`config.mk`:
```
export PLATFORM = sky130hd
export DESIGN_NAME = blk_dma_chan
export DESIGN_NICKNAME = d
export VERILOG_FILES = /design/src/rtl/dma_chan_pkg.sv /design/src/rtl/dma_len_calc.sv /design/src/rtl/dma_word_buf.sv /design/src/rtl/dma_seq.sv /design/src/rtl/blk_dma_chan.sv
export SDC_FILE = /design/constraint.sdc
export NUM_CORES = 1
export LEC_CHECK = 0
export BUFFER_PORTS_ARGS = -buffer_cell sky130_fd_sc_hd__buf_2
export CAP_MARGIN = 20
export CORE_ASPECT_RATIO = 1.1
export CORE_MARGIN = 4
export CORE_UTILIZATION = 55
export CTS_BUF_LIST = sky130_fd_sc_hd__clkbuf_2 sky130_fd_sc_hd__clkbuf_4 sky130_fd_sc_hd__clkbuf_8
export DETAILED_ROUTE_END_ITERATION = 7
export PLACE_DENSITY = 0.77
export SYNTH_ARGS = -nofsm -noshare
export SYNTH_HDL_FRONTEND = slang
export SYNTH_HIERARCHICAL = 1
export SYNTH_SLANG_ARGS = --single-unit
```
`constraint.sdc`:
```
create_clock -name clk -period 15.25 [get_ports clk]
set_input_delay 3.05 -clock clk [delete_from_list [all_inputs] [get_ports clk]]
set_output_delay 3.05 -clock clk [all_outputs]
set_load 0.01 [all_outputs]
```
`src/rtl/dma_chan_pkg.sv`:
```
package dma_chan_pkg;

  typedef enum logic [2:0] {
    ST_IDLE,
    ST_SETUP,
    ST_MRD,
    ST_PUSH,
    ST_PULL,
    ST_MWR,
    ST_DONE
  } seq_state_t;

  localparam logic [1:0] SEL_ADDR = 2'd0;
  localparam logic [1:0] SEL_BLK  = 2'd1;
  localparam logic [1:0] SEL_CTRL = 2'd2;

  localparam logic [31:0] CMD_TO_PERIPH   = 32'h0100_0201;
  localparam logic [31:0] CMD_FROM_PERIPH = 32'h0100_0200;
  localparam int          BUSY_BIT        = 24;

  typedef struct packed {
    logic ok;
    logic to_periph;
  } cmd_t;

  function automatic cmd_t decode_cmd(input logic [31:0] v);
    cmd_t c;
    c.ok        = (v == CMD_TO_PERIPH) || (v == CMD_FROM_PERIPH);
    c.to_periph = (v == CMD_TO_PERIPH);
    return c;
  endfunction

endpackage

```
`src/rtl/dma_len_calc.sv`:
```
module dma_len_calc #(
  parameter int HALF_W = 16
) (
  input  logic [2*HALF_W-1:0] blk_ctrl,
  output logic [2*HALF_W-1:0] word_cnt
);
  localparam int FULL_W = 2 * HALF_W;

  logic [FULL_W-1:0] n_blocks;
  logic [FULL_W-1:0] blk_size;

  assign n_blocks = FULL_W'(blk_ctrl[FULL_W-1:HALF_W]);
  assign blk_size = FULL_W'(blk_ctrl[HALF_W-1:0]);
  assign word_cnt = n_blocks * blk_size;

endmodule

```
`src/rtl/dma_word_buf.sv`:
```
module dma_word_buf #(
  parameter int W = 32
) (
  input  logic         clk,
  input  logic         rst_n,
  input  logic         load_mem,
  input  logic [W-1:0] mem_data,
  input  logic         load_per,
  input  logic [W-1:0] per_data,
  output logic [W-1:0] q
);
  logic [W-1:0] buf_d;
  logic         buf_en;

  always_comb begin
    buf_en = load_mem | load_per;
    buf_d  = load_mem ? mem_data : per_data;
  end

  always_ff @(posedge clk or negedge rst_n) begin
    if (!rst_n)      q <= '0;
    else if (buf_en) q <= buf_d;
  end

endmodule

```
`src/rtl/dma_seq.sv`:
```
module dma_seq
  import dma_chan_pkg::*;
#(
  parameter int CNT_W = 32
) (
  input  logic             clk,
  input  logic             rst_n,
  input  logic             start,
  input  logic             cmd_ok,
  input  logic             to_periph,
  input  logic             mapped,
  input  logic [CNT_W-1:0] word_cnt,
  input  logic             mem_gnt,
  input  logic             per_out_ready,
  input  logic             per_in_valid,
  output logic             mem_req,
  output logic             mem_we,
  output logic             per_out_valid,
  output logic             per_in_ready,
  output logic             cap_mem,
  output logic             cap_per,
  output logic             word_done,
  output logic             finish
);
  localparam logic [CNT_W-1:0] ONE = CNT_W'(1);

  seq_state_t       state_q, state_d;
  logic [CNT_W-1:0] remain_q, remain_d;
  logic             remain_en;

  always_comb begin
    state_d       = state_q;
    remain_d      = remain_q;
    remain_en     = 1'b0;
    mem_req       = 1'b0;
    mem_we        = 1'b0;
    per_out_valid = 1'b0;
    per_in_ready  = 1'b0;
    cap_mem       = 1'b0;
    cap_per       = 1'b0;
    word_done     = 1'b0;
    finish        = 1'b0;
    unique case (state_q)
      ST_IDLE: if (start) state_d = ST_SETUP;
      ST_SETUP: begin
        remain_d  = word_cnt;
        remain_en = 1'b1;
        if (!cmd_ok || !mapped || (word_cnt == '0)) state_d = ST_DONE;
        else if (to_periph)                          state_d = ST_MRD;
        else                                         state_d = ST_PULL;
      end
      ST_MRD: begin
        mem_req = 1'b1;
        if (mem_gnt) begin
          cap_mem = 1'b1;
          state_d = ST_PUSH;
        end
      end
      ST_PUSH: begin
        per_out_valid = 1'b1;
        if (per_out_ready) begin
          word_done = 1'b1;
          remain_d  = remain_q - ONE;
          remain_en = 1'b1;
          state_d   = (remain_q == ONE) ? ST_DONE : ST_MRD;
        end
      end
      ST_PULL: begin
        per_in_ready = 1'b1;
        if (per_in_valid) begin
          cap_per = 1'b1;
          state_d = ST_MWR;
        end
      end
      ST_MWR: begin
        mem_req = 1'b1;
        mem_we  = 1'b1;
        if (mem_gnt) begin
          word_done = 1'b1;
          remain_d  = remain_q - ONE;
          remain_en = 1'b1;
          state_d   = (remain_q == ONE) ? ST_DONE : ST_PULL;
        end
      end
      ST_DONE: begin
        finish  = 1'b1;
        state_d = ST_IDLE;
      end
      default: state_d = ST_IDLE;
    endcase
  end

  always_ff @(posedge clk or negedge rst_n) begin
    if (!rst_n) begin
      state_q  <= ST_IDLE;
      remain_q <= '0;
    end else begin
      state_q <= state_d;
      if (remain_en) remain_q <= remain_d;
    end
  end

  AST_BAD_CMD_SKIPS: assert property (@(posedge clk) disable iff (!rst_n)
    (state_q == ST_SETUP && !cmd_ok) |=> (state_q == ST_DONE));
  AST_UNMAPPED_SKIPS: assert property (@(posedge clk) disable iff (!rst_n)
    (state_q == ST_SETUP && !mapped) |=> (state_q == ST_DONE));
  AST_ZERO_CNT_SKIPS: assert property (@(posedge clk) disable iff (!rst_n)
    (state_q == ST_SETUP && word_cnt == '0) |=> (state_q == ST_DONE));
  AST_NO_EXTRA_WORD: assert property (@(posedge clk) disable iff (!rst_n)
    word_done |-> (remain_q != '0));

endmodule

```
`src/rtl/blk_dma_chan.sv`:
```
module blk_dma_chan
  import dma_chan_pkg::*;
#(
  parameter int              ADDR_W  = 24,
  parameter logic [ADDR_W-1:0] MAP_TOP = 24'h20_0000,
  parameter int              CHAN_W  = 3,
  parameter int              CHAN_ID = 4
) (
  input  logic              clk,
  input  logic              rst_n,
  input  logic              reg_we,
  input  logic [1:0]        reg_sel,
  input  logic [31:0]       reg_wdata,
  output logic [31:0]       reg_rdata,
  output logic              mem_req,
  output logic              mem_we,
  output logic [ADDR_W-1:0] mem_addr,
  output logic [31:0]       mem_wdata,
  input  logic              mem_gnt,
  input  logic [31:0]       mem_rdata,
  output logic              per_out_valid,
  input  logic              per_out_ready,
  output logic [31:0]       per_out_data,
  input  logic              per_in_valid,
  output logic              per_in_ready,
  input  logic [31:0]       per_in_data,
  output logic              irq_pulse,
  output logic [CHAN_W-1:0] irq_chan
);
  localparam int                HALF_W = 16;
  localparam int                WORD_W = 2 * HALF_W;
  localparam logic [ADDR_W-1:0] STEP   = ADDR_W'(4);

  logic [ADDR_W-1:0] addr_q, addr_d;
  logic [WORD_W-1:0] blk_q;
  logic [WORD_W-1:0] ctrl_q, ctrl_d;
  logic              addr_en, blk_en, ctrl_en;
  logic              busy, wr_ok, start;
  logic              mapped;
  cmd_t              cmd;
  logic [WORD_W-1:0] word_cnt;
  logic              cap_mem, cap_per, word_done, finish;
  logic [WORD_W-1:0] buf_q;

  assign busy   = ctrl_q[BUSY_BIT];
  assign wr_ok  = reg_we && !busy;
  assign start  = wr_ok && (reg_sel == SEL_CTRL) && reg_wdata[BUSY_BIT];
  assign cmd    = decode_cmd(ctrl_q);
  assign mapped = (addr_q < MAP_TOP);

  always_comb begin
    addr_en = 1'b0;
    addr_d  = addr_q;
    if (wr_ok && reg_sel == SEL_ADDR) begin
      addr_en = 1'b1;
      addr_d  = {reg_wdata[ADDR_W-1:2], 2'b00};
    end else if (word_done) begin
      addr_en = 1'b1;
      addr_d  = addr_q + STEP;
    end
    blk_en  = wr_ok && (reg_sel == SEL_BLK);
    ctrl_en = 1'b0;
    ctrl_d  = ctrl_q;
    if (wr_ok && reg_sel == SEL_CTRL) begin
      ctrl_en = 1'b1;
      ctrl_d  = reg_wdata;
    end else if (finish) begin
      ctrl_en          = 1'b1;
      ctrl_d[BUSY_BIT] = 1'b0;
    end
  end

  always_ff @(posedge clk or negedge rst_n) begin
    if (!rst_n) begin
      addr_q <= '0;
      blk_q  <= '0;
      ctrl_q <= '0;
    end else begin
      if (addr_en) addr_q <= addr_d;
      if (blk_en)  blk_q  <= reg_wdata;
      if (ctrl_en) ctrl_q <= ctrl_d;
    end
  end

  always_comb begin
    case (reg_sel)
      SEL_ADDR: reg_rdata = WORD_W'(addr_q);
      SEL_BLK:  reg_rdata = blk_q;
      SEL_CTRL: reg_rdata = ctrl_q;
      default:  reg_rdata = '0;
    endcase
  end

  dma_len_calc #(.HALF_W(HALF_W)) u_len (
    .blk_ctrl (blk_q),
    .word_cnt (word_cnt)
  );

  dma_seq #(.CNT_W(WORD_W)) u_seq (
    .clk           (clk),
    .rst_n         (rst_n),
    .start         (start),
    .cmd_ok        (cmd.ok),
    .to_periph     (cmd.to_periph),
    .mapped        (mapped),
    .word_cnt      (word_cnt),
    .mem_gnt       (mem_gnt),
    .per_out_ready (per_out_ready),
    .per_in_valid  (per_in_valid),
    .mem_req       (mem_req),
    .mem_we        (mem_we),
    .per_out_valid (per_out_valid),
    .per_in_ready  (per_in_ready),
    .cap_mem       (cap_mem),
    .cap_per       (cap_per),
    .word_done     (word_done),
    .finish        (finish)
  );

  dma_word_buf #(.W(WORD_W)) u_buf (
    .clk      (clk),
    .rst_n    (rst_n),
    .load_mem (cap_mem),
    .mem_data (mem_rdata),
    .load_per (cap_per),
    .per_data (per_in_data),
    .q        (buf_q)
  );

  assign mem_addr     = addr_q;
  assign mem_wdata    = buf_q;
  assign per_out_data = buf_q;
  assign irq_pulse    = finish;
  assign irq_chan     = CHAN_W'(CHAN_ID);

  AST_ADDR_STEP: assert property (@(posedge clk) disable iff (!rst_n)
    word_done |=> (addr_q == $past(addr_q) + STEP));
  AST_IRQ_ONE_CYCLE: assert property (@(posedge clk) disable iff (!rst_n)
    irq_pulse |=> !irq_pulse);
  AST_IRQ_CLEARS_BUSY: assert property (@(posedge clk) disable iff (!rst_n)
    irq_pulse |=> !ctrl_q[BUSY_BIT]);
  AST_BUSY_WRITE_IGNORED: assert property (@(posedge clk) disable iff (!rst_n)
    (reg_we && reg_sel == SEL_CTRL && busy && !irq_pulse) |=> ctrl_q[BUSY_BIT]);
  AST_OUT_HELD: assert property (@(posedge clk) disable iff (!rst_n)
    (per_out_valid && !per_out_ready) |=> (per_out_valid && $stable(per_out_data)));
  AST_ONE_DIRECTION: assert property (@(posedge clk) disable iff (!rst_n)
    !(per_out_valid && per_in_ready));

endmodule

```
==> results of run 1 <==
final timing paths:
check	start	end	slack, ps	depth (start not counted)
max	reg_sel[0]	reg_rdata[28]	7680	5
min	ctrl_q[13]	ctrl_q[13]	560	1
max reg2reg	blk_q[24]	u_seq/state_q[2]	7750	22
min reg2reg	ctrl_q[13]	ctrl_q[13]	560	1
max in group asynchronous	rst_n	blk_q[18]	11120	2
min in group asynchronous	rst_n	u_buf/q[16]	2610	1
state kept, by name, indices dropped and copies added, names as in the netlist:
signal	flops
ctrl_q	32
mem_addr	22
u_buf/q	32
u_seq/remain_q	32
u_seq/state_q	3
blk_q	32
through the flow:
stage / utilization, % / worst slack (ps)
detailed placement: 59.63 / 7265
global placement: 59.63 / 7288
floorplan: - / 8109
global route: 61.02 / 7350
CTS: 60.98 / 7263
finish: 61.05 / 7682
cell type report:
class	instances	area share, %
inverter	239	4.790
antenna	5	0.06680
clock buffer	17	1.249
timing repair buffer	236	6.473
clock inverter	15	0.9619
tap	414	2.766
sequential	153	20.44
multi-input combinational	1364	63.25
worst max-delay path, stage by stage:
cell     delay, ps
buf_2          550
nor2b_1        360
buf_4          260
a22o_1         160
buf_2          130
synth_stat cells, drive strengths merged, types with 7 or more instances:
library cell  count  area (sq um)
xnor2            22         192.7
o22ai             8         50.05
or3              11         71.31
nand4            18         140.1
and2            133         832.1
inv             239         897.1
fa              194          3884
ha              107          1339
a22o             12         105.1
a22oi             8         60.06
and3             10         62.56
xor2             15         131.4
nor2b             8         50.05
nand2           268          1006
nand2b            8         50.05
a31oi             8         50.05
a21oi            59         295.3
o22a              7         61.31
a21o              9         67.56
buf              60         441.7
dfrtp           153          3829
mux2             66         743.2
o21ai           100         508.0
nor3             25         125.1
clkbuf           69         260.2
or4              11         86.33
nor4             26         177.7
nor2             51         191.4
nand3            18         90.09
mux2i            63         630.6
nor4b             7         61.31
per-layer routing:
metal  up-vias  share of wire [%]  GRT usage [%]
met5         -              0.028              0
met2       614                 51          48.29
li1       6453                  -              -
met3       124                6.8          5.090
met4         2                3.8          11.49
met1      7125                 38          32.91
kinds of logic after synthesis:
logic type | after synthesis | synth area share [%]
buf+inv | 368 | 9.272
simple gates | 617 | 18.16
fa+ha+maj | 301 | 30.28
compound gates | 275 | 10.19
xor+xnor | 37 | 1.879
other cells | 2 | 0.04355
mux | 129 | 7.966
flops | 153 | 22.20
==> out/results.tsv, run 1 <==
stage	metric	value	unit
sta	rsz0062_at_grt	false	
sta	maxSlewHeadroom	28.51	%
placed_design	hpwlAfterDp	36.40	mm
sta	fin_tns_setup	0	ps
worst_setup_path	worstPathArrival	4520	ps
drt	via_count	14318	
synthesis	syn_inst	1882	
floorplan	io_pins	232	
floorplan	die_x	176.8	um
worst_setup_path	worst-path-max-fanout	26	
grt	grt_pass1_wl	76.39	mm
sta	fin_crit_sh	49.63	%
final_layout	syn_to_final_growth	8.612	%
drt	drc	0	
worst_setup_path	critPathCaptureType	output port	
drt	avgViaCountPerCell	5.861	
synthesis	async_reset_ff_share	100.0	%
floorplan	design.core.area	0.03068	sq mm
clocking	clk_pin_slew	100	ps
final_layout	nets	2416	
clocking	clock_sink_count	153	
floorplan	rows	67	
drt	drt_first_pass_iters	6	
placed_design	post_dp_cell_area	0.01830	sq mm
sta	clock-skew-final	25.28	ps
sta	worst_hold_slack	557.3	ps
final_layout	multi_input_area	0.01185	sq mm
sta	setup_viol	0	
floorplan	initial_core_util	56.21	%
drt	drtIter0Drc	1067	
final_layout	fillers	2639	
final_layout	layout_commonest_cell	nand2_1	
worst_setup_path	required	12200	ps
floorplan	die-area	0.03426	sq mm
clocking	cts_max_path_buffers	2	
clocking	holdBufCountCts	0	
run	cap_violations	0	
synthesis	ys_seq_elements	153	
worst_setup_path	worstSetupPathType	in -> out	
sta	min_period	7568	ps
final_layout	seqCellArea	0.003829	sq mm
synthesis	seq_area_frac_synth	22.20	%
outcome	outcome	finished clean	
synthesis	syn_area	0.01725	sq mm
clocking	ctsRootBufferMaster	clkbuf_8	
grt	grt_max_degree	79	
placed_design	place_inst	2405	
clocking	cts-buffers-inserted	17	
final_layout	final_area	0.01873	sq mm
clocking	cts_max_level	4	
worst_hold_path	hold_class	reg -> reg	
synthesis	synth_edf_count	0	
floorplan	die_h	193.7	um
final_layout	drive_above_1_share	17.74	%
clocking	cts_resized	0	
grt	antenna_found_initial	4	
drt	wl_per_cell	19.28	um
grt	overflow	0	
synthesis	yosysWarnings	6	
final_layout	layout_common_cells	nand2_1, inv_1, buf_2	
grt	track_usage	27.44	%
clocking	clock_latency	480	ps
clocking	tritoncts	built	
drt	wirelength	47.09	mm
clocking	post-cts-setup-buffers	0	
sta	finalHoldViolCount	0	
sta	tightest_slew	1072	ps
placed_design	place_congestion	0.9409	
synthesis	ys_types	81	
sta	maxClockFrequency	132.1	MHz
grt	first_global_vias	14971	
final_layout	final_cells	2443	
synthesis	yosys_most_used_dff	dfrtp_1	
synthesis	syn_avg_cell_area	9.163	sq um
drt	antenna_left	0	
worst_setup_path	cp-start-kind	input port	
sta	slew_viol_final	0	
placed_design	portBuffers	226	
Power of run 1 is not shown: default switching activity piles up to over one toggle a cycle in this logic, so the estimate is an artifact.
==> run 2, diff against run 1 <==
- PLACE_DENSITY: 0.77 -> 0.8
- clock period: 15.25 -> 6.05 ns (I/O delays scaled with it)
==> run 2 against run 1 <==
Against the previous run: the run now ends with setup timing left; hold slack worse by 10 ps; register-to-register slack lost 8200 ps; first-iteration DRC count grew 3.3%; die area is the same; core utilization up 7.3 points; design area rose by 12%; non-clock buffer count grew 198; via count is 7.1% higher; critical path depth increased by 19; global-route usage up 1.2 points; wire length up 8.2%.
==> out/results.tsv, run 2 (synthesis results as in run 1) <==
stage	metric	value	unit
worst_setup_path	cp_slowest_stage_delay	570	ps
clocking	tritoncts	built	
floorplan	die_h	193.7	um
final_layout	layout_common_cells	nand2_1, inv_1, buf_2	
placed_design	place_congestion	0.9546	
final_layout	syn_to_final_growth	21.59	%
outcome	outcome	finished, violations left	
floorplan	rows	67	
worst_setup_path	critical_path.most_common_cell	fa_1	
sta	min_period	6544	ps
final_layout	n_antenna_cell	0	
final_layout	final_area	0.02097	sq mm
final_layout	nets	2614	
drt	wl_per_cell	19.33	um
sta	fin_ws	-493.5	ps
placed_design	post_dp_cell_area	0.01955	sq mm
grt	use_met1	34.31	%
worst_setup_path	worst-path-max-fanout	7	
final_layout	layout_commonest_cell	nand2_1	
floorplan	design.core.area	0.03068	sq mm
floorplan	initial_core_util	56.21	%
worst_setup_path	critPathCaptureType	register	
worst_setup_path	worstSetupPathType	reg -> reg	
worst_setup_path	worstPathArrival	6950	ps
clocking	ctsRootBufferMaster	clkbuf_8	
worst_setup_path	required	6450	ps
grt	busiest_layer	met2	
sta	clock-skew-final	28.29	ps
run	cap_violations	0	
worst_setup_path	path_cells	buf_6, and2_1, fa_1, inv_1, fa_1, inv_1, fa_1, fa_1, fa_1, inv_1, fa_1, inv_2, ha_4, nand2_2, a32oi_4, nand4_4, a21boi_2, mux2i_1, or4_4, nor4_4, nand4_1, nor2_2, o41ai_1, o31ai_1	
grt	met3_usage	4.622	%
drt	drc	0	
grt	antenna_found_initial	0	
sta	tightest_slew	1021	ps
drt	avgViaCountPerCell	5.818	
clocking	holdBufCountCts	0	
floorplan	die-area	0.03426	sq mm
sta	setup_viol	5	
grt	first_global_vias	15935	
sta	maxClockFrequency	152.8	MHz
sta	fin_crit_sh	108.2	%
grt	track_usage	28.61	%
grt	gr-usage-met2	49.81	%
clocking	cts_max_level	4	
drt	drt_first_pass_iters	6	
drt	drtIter0Drc	1102	
sta	maxSlewHeadroom	31.94	%
sta	slew_viol_final	0	
final_layout	drive_above_1_share	30.47	%
worst_setup_path	slowest_stage	or4_4	
placed_design	portBuffers	226	
outcome	violations	setup timing	
sta	finalHoldViolCount	0	
placed_design	hpwlAfterDp	38.51	mm
sta	rsz0062_at_grt	true	
floorplan	io_pins	232	
floorplan	die_x	176.8	um
clocking	clock_latency	500	ps
clocking	clk_pin_slew	100	ps
worst_hold_path	hold_class	reg -> reg	
worst_setup_path	cp-start-kind	register	
drt	antenna_left	0	
drt	via_count	15336	
drt	wirelength	50.94	mm
clocking	cts-buffers-inserted	17	
clocking	clock_sink_count	153	
grt	grt_max_degree	71	
clocking	cts_max_path_buffers	2	
grt	grt_pass1_wl	79.60	mm
grt	overflow	0	
-- run 2: final timing paths --
kind	from	slack (ps)	cells after the start	end
hold / removal	u_seq/remain_q[18]	550	1	u_seq/remain_q[18]
hold reg to reg	u_seq/remain_q[18]	550	1	u_seq/remain_q[18]
setup / recovery	blk_q[4]	-490	24	u_seq/state_q[2]
setup reg to reg	blk_q[4]	-490	24	u_seq/state_q[2]
min in group asynchronous	rst_n	750	1	u_buf/q[13]
max in group asynchronous	rst_n	4240	2	blk_q[13]
-- run 2: what timing repair did --
item                       4_1_cts  5_1_grt
pin swaps                        9       46
setup endpoints to repair        9       19
resized for setup               54      111
setup buffers                   10       38
-- run 2: per-layer routing --
layer	vias to the layer above	part of all wire (%)
met4	0	5.4
li1	6850	-
met2	747	51
met5	-	0
met1	7542	37
met3	197	7.0
-- run 2: per-stage QoR --
stage,TNS [ps],hold WS [ps],utilization (%),worst slack [ps],std cells
2_1_floorplan,0,489.5,-,3.509,1885
3_3_place_gp,-2084,515.6,63.71,-861.2,2557
3_5_place_dp,-2838,523.5,63.71,-927.4,2557
4_1_cts,-624.3,549.2,65.88,-323.2,2599
5_1_grt,-2590,566.3,68.34,-680.8,2636
6_report,-1220,547.2,68.34,-493.5,2636
-- run 2: layout make-up --
cell class / instances / area [sq um]
Inverter: 239 / 897.1
Timing Repair Buffer: 434 / 2799
Clock inverter: 15 / 172.7
Fill cell: 2274 / 9713
Sequential cell: 153 / 3861
Multi-Input combinational cell: 1364 / 12490
Tap cell: 414 / 518.0
Clock buffer: 17 / 234.0
-- run 2: critical path: cells and delay by family (launching register included) --
kind            cells  cell delay [ps]
flops               1              480
mux                 1              100
compound gates      4              760
simple gates        7             1550
buf+inv             5              370
fa+ha+maj           7             3190
Power of run 2 is left out for the same reason.
